<file path="config.mk">
export PLATFORM = sky130hd
export DESIGN_NAME = mbus_slave_bridge
export DESIGN_NICKNAME = d
export VERILOG_FILES = /design/src/rtl/mbb_pkg.sv /design/src/rtl/mbb_addr_latch.sv /design/src/rtl/mbb_wr_assembler.sv /design/src/rtl/mbb_rd_server.sv /design/src/rtl/mbus_slave_bridge.sv
export SDC_FILE = /design/constraint.sdc
export NUM_CORES = 1
export LEC_CHECK = 0
export ABC_AREA = 1
export BUFFER_PORTS_ARGS = -buffer_cell sky130_fd_sc_hd__buf_2
export CORE_MARGIN = 3
export CORE_UTILIZATION = 54
export CTS_CLUSTER_SIZE = 30
export DETAILED_ROUTE_END_ITERATION = 8
export GPL_TIMING_DRIVEN = 1
export PLACE_DENSITY = 0.85
export SLEW_MARGIN = 20
export SYNTH_ARGS = -nofsm -noshare
export SYNTH_HDL_FRONTEND = slang
export SYNTH_HIERARCHICAL = 1
export SYNTH_SLANG_ARGS = --single-unit
export TNS_END_PERCENT = 20
</file>
<file path="constraint.sdc">
create_clock -name clk_i -period 3.63 [get_ports clk_i]
set_input_delay 1.089 -clock clk_i [delete_from_list [all_inputs] [get_ports clk_i]]
set_output_delay 1.089 -clock clk_i [all_outputs]
set_load 0.02 [all_outputs]
</file>
<file path="src/rtl/mbb_pkg.sv">
package mbb_pkg;
  typedef enum logic [2:0] {
    ST_IDLE,
    ST_WR_LO,
    ST_WR_HI,
    ST_RD_WAIT,
    ST_RD_LO,
    ST_RD_HI
  } mbb_state_e;
endpackage

</file>
<file path="src/rtl/mbb_addr_latch.sv">
module mbb_addr_latch #(
  parameter int AD_W = 16,
  parameter int HI_W = 3,
  localparam int ADDR_W = AD_W + HI_W
) (
  input  logic              clk_i,
  input  logic              rst_ni,
  input  logic              cap_i,
  input  logic [AD_W-1:0]   ad_i,
  input  logic [HI_W-1:0]   hi_i,
  output logic [ADDR_W-1:0] addr_o
);
  always_ff @(posedge clk_i or negedge rst_ni) begin
    if (!rst_ni)    addr_o <= '0;
    else if (cap_i) addr_o <= {hi_i, ad_i};
  end
endmodule

</file>
<file path="src/rtl/mbb_wr_assembler.sv">
module mbb_wr_assembler #(
  parameter int AD_W = 16,
  parameter int NBEATS = 2,
  localparam int WORD_W = AD_W * NBEATS
) (
  input  logic              clk_i,
  input  logic              rst_ni,
  input  logic [NBEATS-1:0] beat_en_i,
  input  logic [AD_W-1:0]   ad_i,
  output logic [WORD_W-1:0] data_o,
  output logic              stb_o
);
  // one register slice per beat, low half first
  for (genvar g = 0; g < NBEATS; g++) begin : g_beat
    always_ff @(posedge clk_i or negedge rst_ni) begin
      if (!rst_ni)           data_o[g*AD_W +: AD_W] <= '0;
      else if (beat_en_i[g]) data_o[g*AD_W +: AD_W] <= ad_i;
    end
  end

  always_ff @(posedge clk_i or negedge rst_ni) begin
    if (!rst_ni) stb_o <= 1'b0;
    else         stb_o <= beat_en_i[NBEATS-1];
  end

  AST_WR_STB_SINGLE: assert property (@(posedge clk_i) disable iff (!rst_ni)
    stb_o |=> !stb_o);
endmodule

</file>
<file path="src/rtl/mbb_rd_server.sv">
module mbb_rd_server #(
  parameter int AD_W = 16,
  localparam int WORD_W = 2 * AD_W
) (
  input  logic              clk_i,
  input  logic              rst_ni,
  input  logic              load_i,
  input  logic [WORD_W-1:0] data_i,
  input  logic              sel_hi_i,
  input  logic              drive_i,
  input  logic              cs_ni,
  input  logic              oe_ni,
  output logic [AD_W-1:0]   ad_o,
  output logic              ad_oe_o
);
  logic [WORD_W-1:0] word_q;

  always_ff @(posedge clk_i or negedge rst_ni) begin
    if (!rst_ni)     word_q <= '0;
    else if (load_i) word_q <= data_i;
  end

  assign ad_o    = sel_hi_i ? word_q[WORD_W-1:AD_W] : word_q[AD_W-1:0];
  assign ad_oe_o = drive_i & ~cs_ni & ~oe_ni;

  AST_OE_ONLY_SELECTED: assert property (@(posedge clk_i) disable iff (!rst_ni)
    ad_oe_o |-> (!cs_ni && !oe_ni));
endmodule

</file>
<file path="src/rtl/mbus_slave_bridge.sv">
module mbus_slave_bridge #(
  parameter int AD_W = 16,
  parameter int HI_W = 3,
  localparam int NBEATS = 2,
  localparam int ADDR_W = AD_W + HI_W,
  localparam int WORD_W = AD_W * NBEATS
) (
  input  logic              clk_i,
  input  logic              rst_ni,
  input  logic              cs_ni,
  input  logic              adv_ni,
  input  logic              we_ni,
  input  logic              oe_ni,
  input  logic [AD_W-1:0]   ad_i,
  input  logic [HI_W-1:0]   addr_hi_i,
  output logic [AD_W-1:0]   ad_o,
  output logic              ad_oe_o,
  output logic              wait_no,
  output logic [ADDR_W-1:0] reg_addr_o,
  output logic              wr_stb_o,
  output logic [WORD_W-1:0] wr_data_o,
  output logic              rd_stb_o,
  input  logic              rd_valid_i,
  input  logic [WORD_W-1:0] rd_data_i
);
  import mbb_pkg::*;

  mbb_state_e state_q, state_d;
  logic              cap;
  logic [NBEATS-1:0] beat_en;
  logic              rd_load;

  assign cap = (state_q == ST_IDLE) && !cs_ni && !adv_ni;

  always_comb begin
    state_d = state_q;
    if (state_q == ST_IDLE) begin
      if (cap) state_d = we_ni ? ST_RD_WAIT : ST_WR_LO;
    end else if (cs_ni) begin
      state_d = ST_IDLE; // deselect cancels
    end else begin
      unique case (state_q)
        ST_WR_LO:   state_d = ST_WR_HI;
        ST_WR_HI:   state_d = ST_IDLE;
        ST_RD_WAIT: if (rd_valid_i) state_d = ST_RD_LO;
        ST_RD_LO:   state_d = ST_RD_HI;
        ST_RD_HI:   state_d = ST_IDLE;
        default:    state_d = ST_IDLE;
      endcase
    end
  end

  always_ff @(posedge clk_i or negedge rst_ni) begin
    if (!rst_ni) state_q <= ST_IDLE;
    else         state_q <= state_d;
  end

  always_ff @(posedge clk_i or negedge rst_ni) begin
    if (!rst_ni) rd_stb_o <= 1'b0;
    else         rd_stb_o <= cap && we_ni;
  end

  assign beat_en[0] = (state_q == ST_WR_LO) && !cs_ni;
  assign beat_en[1] = (state_q == ST_WR_HI) && !cs_ni;
  assign rd_load    = (state_q == ST_RD_WAIT) && !cs_ni && rd_valid_i;
  assign wait_no    = (state_q != ST_RD_WAIT);

  mbb_addr_latch #(.AD_W(AD_W), .HI_W(HI_W)) u_addr (
    .clk_i  (clk_i),
    .rst_ni (rst_ni),
    .cap_i  (cap),
    .ad_i   (ad_i),
    .hi_i   (addr_hi_i),
    .addr_o (reg_addr_o)
  );

  mbb_wr_assembler #(.AD_W(AD_W), .NBEATS(NBEATS)) u_wr (
    .clk_i     (clk_i),
    .rst_ni    (rst_ni),
    .beat_en_i (beat_en),
    .ad_i      (ad_i),
    .data_o    (wr_data_o),
    .stb_o     (wr_stb_o)
  );

  mbb_rd_server #(.AD_W(AD_W)) u_rd (
    .clk_i    (clk_i),
    .rst_ni   (rst_ni),
    .load_i   (rd_load),
    .data_i   (rd_data_i),
    .sel_hi_i (state_q == ST_RD_HI),
    .drive_i  ((state_q == ST_RD_LO) || (state_q == ST_RD_HI)),
    .cs_ni    (cs_ni),
    .oe_ni    (oe_ni),
    .ad_o     (ad_o),
    .ad_oe_o  (ad_oe_o)
  );

  AST_STB_EXCLUSIVE: assert property (@(posedge clk_i) disable iff (!rst_ni)
    !(wr_stb_o && rd_stb_o));
  AST_RD_STB_SINGLE: assert property (@(posedge clk_i) disable iff (!rst_ni)
    rd_stb_o |=> !rd_stb_o);
  AST_RD_STB_WAITING: assert property (@(posedge clk_i) disable iff (!rst_ni)
    rd_stb_o |-> !wait_no);
  AST_ADDR_HELD: assert property (@(posedge clk_i) disable iff (!rst_ni)
    wr_stb_o |-> $stable(reg_addr_o));
  AST_OE_NOT_WAITING: assert property (@(posedge clk_i) disable iff (!rst_ni)
    ad_oe_o |-> wait_no);
  AST_DESELECT_IDLE: assert property (@(posedge clk_i) disable iff (!rst_ni)
    cs_ni |=> (wait_no && !ad_oe_o && !wr_stb_o && !rd_stb_o));
endmodule

</file>
# Yosys cells after proc, flatten, opt, wreduce, memory -nomap -nowiden
# Cells that the tools add are included.
[classes]
bitwise = 4
n_eq_ne = 8
reduce_logical = 12
muxes = 7
[op_table]
columns = ["operator", "count"]
rows = [
  ["16-bit two-way mux", 1],
  ["3-bit two-way mux", 4],
  ["3-bit one-hot mux with 3 select lines", 1],
  ["1-bit logical AND", 7],
  ["3-bit by 2-bit equality test with 1-bit output, second input constant", 2],
  ["3-bit equality test, second input constant", 2],
  ["4-bit != test, second input constant", 1],
  ["3-bit by 1-bit equality test with 1-bit output, second input constant", 1],
  ["3-bit zero test", 1],
  ["3-bit by 2-bit != test with 1-bit output, second input constant", 1],
  ["1-bit bitwise AND", 2],
  ["1-bit zero test", 2],
  ["2-bit two-way mux", 1],
  ["2-bit != test, second input constant", 1],
  ["1-bit NOT", 2],
  ["2-bit AND reduction", 1],
  ["1-bit logical OR", 1],
]
[totals]
in_bits = 58
reg_bits = 88

# Depth between registers and ports, before layout
[logic_depth]
depth_word = 5
depth_mapped = 9
ltp_nobuf = 7

# Hierarchy
# Netlist, hierarchy kept.
[modules_own_cells]
columns = ["module", "cells_each", "area_per_inst_um2", "n_inst", "seq_area_each_um2"]
rows = [
  ["mbb_rd_server", 191, 1552.7, 1, 800.8],
  ["mbb_wr_assembler", 137, 1271.2, 1, 825.8],
  ["mbb_addr_latch", 80, 738.2, 1, 475.5],
  ["mbus_slave_bridge", 44, 290.3, 1, 100.1],
]

# Worst setup path after synthesis
# OpenSTA, ideal clock, no wires.
[synth_timing]
path_kind = "in2out"
from = "input port cs_ni"
to = "output port ad_oe_o"
slack_ns = 1.101
n_path_buf = 0
t_required_ns = 2.541
arrival_time_ns = 1.440
stages = 3
path_cell_list = "inv_1 nand2_1 nor2_1"
[synth_between]
elab_chain_cells = 3
[synth_lines]
columns = ["item", "line_no", "source"]
rows = [
  ["from (decl)", "mbus_slave_bridge.sv:10", "input logic cs_ni,"],
  ["1-bit NOT", "mbb_rd_server.sv:24", "assign ad_oe_o = drive_i & ~cs_ni & ~oe_ni;"],
  ["1-bit bitwise AND (2 in series)", "mbb_rd_server.sv:24", ""],
  ["to (decl)", "mbus_slave_bridge.sv:17", "output logic ad_oe_o,"],
]
# Every way passes these cells.

# Worst setup path after layout
[layout_timing]
from = "register state_q[2]"
to = "output port ad_o[12]"
[layout_between]
elab_chain_cells = 2
[layout_lines]
columns = ["item", "line_no", "source"]
rows = [
  ["from (decl)", "mbus_slave_bridge.sv:28", "mbb_state_e state_q, state_d;"],
  ["from (signal assigned)", "mbus_slave_bridge.sv:55", "else state_q <= state_d;"],
  ["3-bit equality test", "mbus_slave_bridge.sv:91", ".sel_hi_i (state_q == ST_RD_HI),"],
  ["16-bit two-way mux", "mbb_rd_server.sv:23", "assign ad_o = sel_hi_i ? word_q[WORD_W-1:AD_W] : word_q[AD_W-1:0];"],
  ["to (decl)", "mbus_slave_bridge.sv:16", "output logic [AD_W-1:0] ad_o,"],
]
# Every way passes these cells.

==> metrics.txt <==
chip width 90.47 µm; warnings from Yosys 6; Mapped Cells 452; global-route wire length before repair 15,070 µm; syn_area_per_cell 8.523 µm²; Final Max Slew Viols 0; routed len/inst 13.23 µm; all-layer global routing usage 0.2276; Tcrit/Tclk final 0.7851; most frequent cells in the layout nand2_1, buf_2, dfrtp_1, nand2_2, inv_1; global routing usage on met2 0.3854; most common cell after layout, fill and taps aside nand2_1; Worst Path Required 2540 ps; worst setup slack after layout 780.1 ps; worst skew pair latency 350 ps; Worst Hold End u_wr/data_o[15]$_DFFE_PN0P_; Setup TNS Final 0 ps; fin nets 634; kind of critical path reg2out; Rows 30; worst path cell trace inv_1 -> nor3_2 -> buf_4 -> inv_8 -> nand2_1 -> nand2_1 -> buf_2; cell family with most CP delay buffers and inverters; FF-to-FF path depth 6; R2R Setup Slk 1970 ps; gr ovfl total 0; clk root buf clkbuf_8; DRT Pass-1 Iters 5; die area 8184 µm²; fill cell count 605; clock tree from TritonCTS done; largest net degree at the start of global routing 89; antenna violations before repair 0; Area Growth Syn to Fin 19.03%; Worst Hold Depth 2; CTS resizes 0; diode count 0; dpl hpwl 6396 µm; GR peak layer met2; worst r2r src state_q[2]$_DFFE_PN0P_; Post-CTS Setup Inserts 0; worst reg2reg endpoint u_wr/data_o[0]$_DFFE_PN0P_; drt total wl 8941 µm; Final ANT Viol Nets 0; Port Buffers 128; clock sink count 88; Place WS 1002 ps; Reg clk slew, reported paths 90 ps; number of max-cap violations 0; CTS Hold Bufs 0; final non-filler cell total 676; 1st-iter DRT viols 207; core area 6869 µm²; placed cells 661; I/O pins 129; Die Y 90.47 µm; share of cells above drive strength 1 0.3069; Synth Register Bits 88; # setup viols final 0; CP Launch Type register; actual slew at the worst max-slew pin 767.3 ps; CTS Buffer Depth 2; endpoints failing hold 0; status finished, final reports clean; Max VDD drop 0.4448 mV; Area contributors post-synth dfrtp_1, nand2_1, buf_6, nand2_2, buf_12; achievable frequency 350.9 MHz; Post-Syn Area 3852 µm²; WP buf/inv 4; most used cell, CP nand2_1; GR Util met3 0.04667; Initial Utilization 0.5608; CP Max Fanout 17; Distinct cells, synth 18; CP max stage delay 410 ps; Crit. End Element output port; final core occ 0.6676; Multi-input gate area 1324 µm²; CTS Buf Count 9; register area 2202 µm²; critical path arrival 1760 ps; Synth top area share 0.5716; cell at the slowest stage of the critical path dfrtp_1; H-tree Lvls 3; Max-slew headroom 0.4885; post-synthesis sequential area ratio 0.5716; RSZ-0062 raised after global routing no; via count 3,274; Final Wtd Congestion 0.7941; Lkg Pwr 2.757 nW; critical hold path startpoint u_wr/data_o[15]$_DFFE_PN0P_; post-route minimum period 2850 ps; drc violations 0; worst min path class reg2reg; Clock Skew 11.85 ps; vias in the first global route 3,266; Power Dens Cells 850.4 nW/µm²; post-synth top area cell dfrtp_1; GR Layer Usage met1 0.2812; Post-Syn Nets 510; Via density 4.843
==> synth_stat cells <==
cell type / number
buf_12: 3
nor3_1: 3
inv_2: 2
clkbuf_8: 3
inv_8: 2
inv_6: 2
buf_6: 13
nand3_1: 3
dfrtp_1: 88
inv_1: 11
nand2_2: 19
nand3_4: 1
nand2_1: 291
clkinv_2: 1
nor2_4: 1
o21ai_1: 1
o211ai_1: 1
nor2_1: 7
==> flip-flops by register name, indices dropped and copies added (netlist names) <==
name / flops
rd_stb_o: 1
u_rd/word_q: 32
u_wr/data_o: 32
state_q: 3
u_addr/addr_o: 19
u_wr/stb_o: 1
==> power by group <==
part | total, W | switching [W] | internal [W]
Sequential | 0.00168 | 0.000258 | 0.00143
Combinational | 0.00162 | 0.00109 | 0.000536
Clock | 0.000593 | 0.000345 | 0.000248
Total | 0.00390 | 0.00169 | 0.00221
==> how the worst max path moves through the flow <==
stage | startpoint | endpoint | cells after the start
finish | state_q[2]$_DFFE_PN0P_ | ad_o[12] | 7
global placement | cs_ni | ad_oe_o | 5
detailed placement | cs_ni | ad_oe_o | 5
floorplan | cs_ni | ad_oe_o | 3
global route | state_q[2]$_DFFE_PN0P_ | ad_o[7] | 7
CTS | state_q[2]$_DFFE_PN0P_ | ad_o[12] | 7
==> through the flow <==
stage | power [W] | hold slack [ps] | instance area [µm²]
2_1_floorplan | 0.002772 | 442.2 | 3852
4_1_cts | 0.003935 | 476.4 | 4582
5_1_grt | 0.004175 | 495.2 | 4586
3_3_place_gp | 0.003263 | 449.7 | 4413
3_5_place_dp | 0.003336 | 453.8 | 4413
6_report | 0.003899 | 472.6 | 4586
==> cells by family after synthesis <==
group / synth area share
buffers and inverters: 0.08867
DFF: 0.5716
and+or+nand+nor: 0.3365
AOI/OAI and AO/OA: 0.003247
==> metal layers <==
metal | up-vias | wire, µm
met1 | 1556 | 3569
met2 | 104 | 4615
met4 | 0 | 254
met3 | 19 | 502
met5 | - | 0
li1 | 1595 | -
==> worst reg2reg max path: cells and delay by family (launching register included) <==
family | cells | cell delay (ps)
buf+inv | 2 | 680
simple gates | 4 | 460
flops | 1 | 430
==> layout make-up <==
class	count	area share
Clock buffer	9	0.02701
Tap cell	96	0.02619
Sequential cell	88	0.4802
Multi-Input combinational cell	327	0.2887
Timing Repair Buffer	132	0.1476
Inverter	18	0.02046
Clock inverter	6	0.009823
Note: power is estimated with default switching activity, not from simulation.
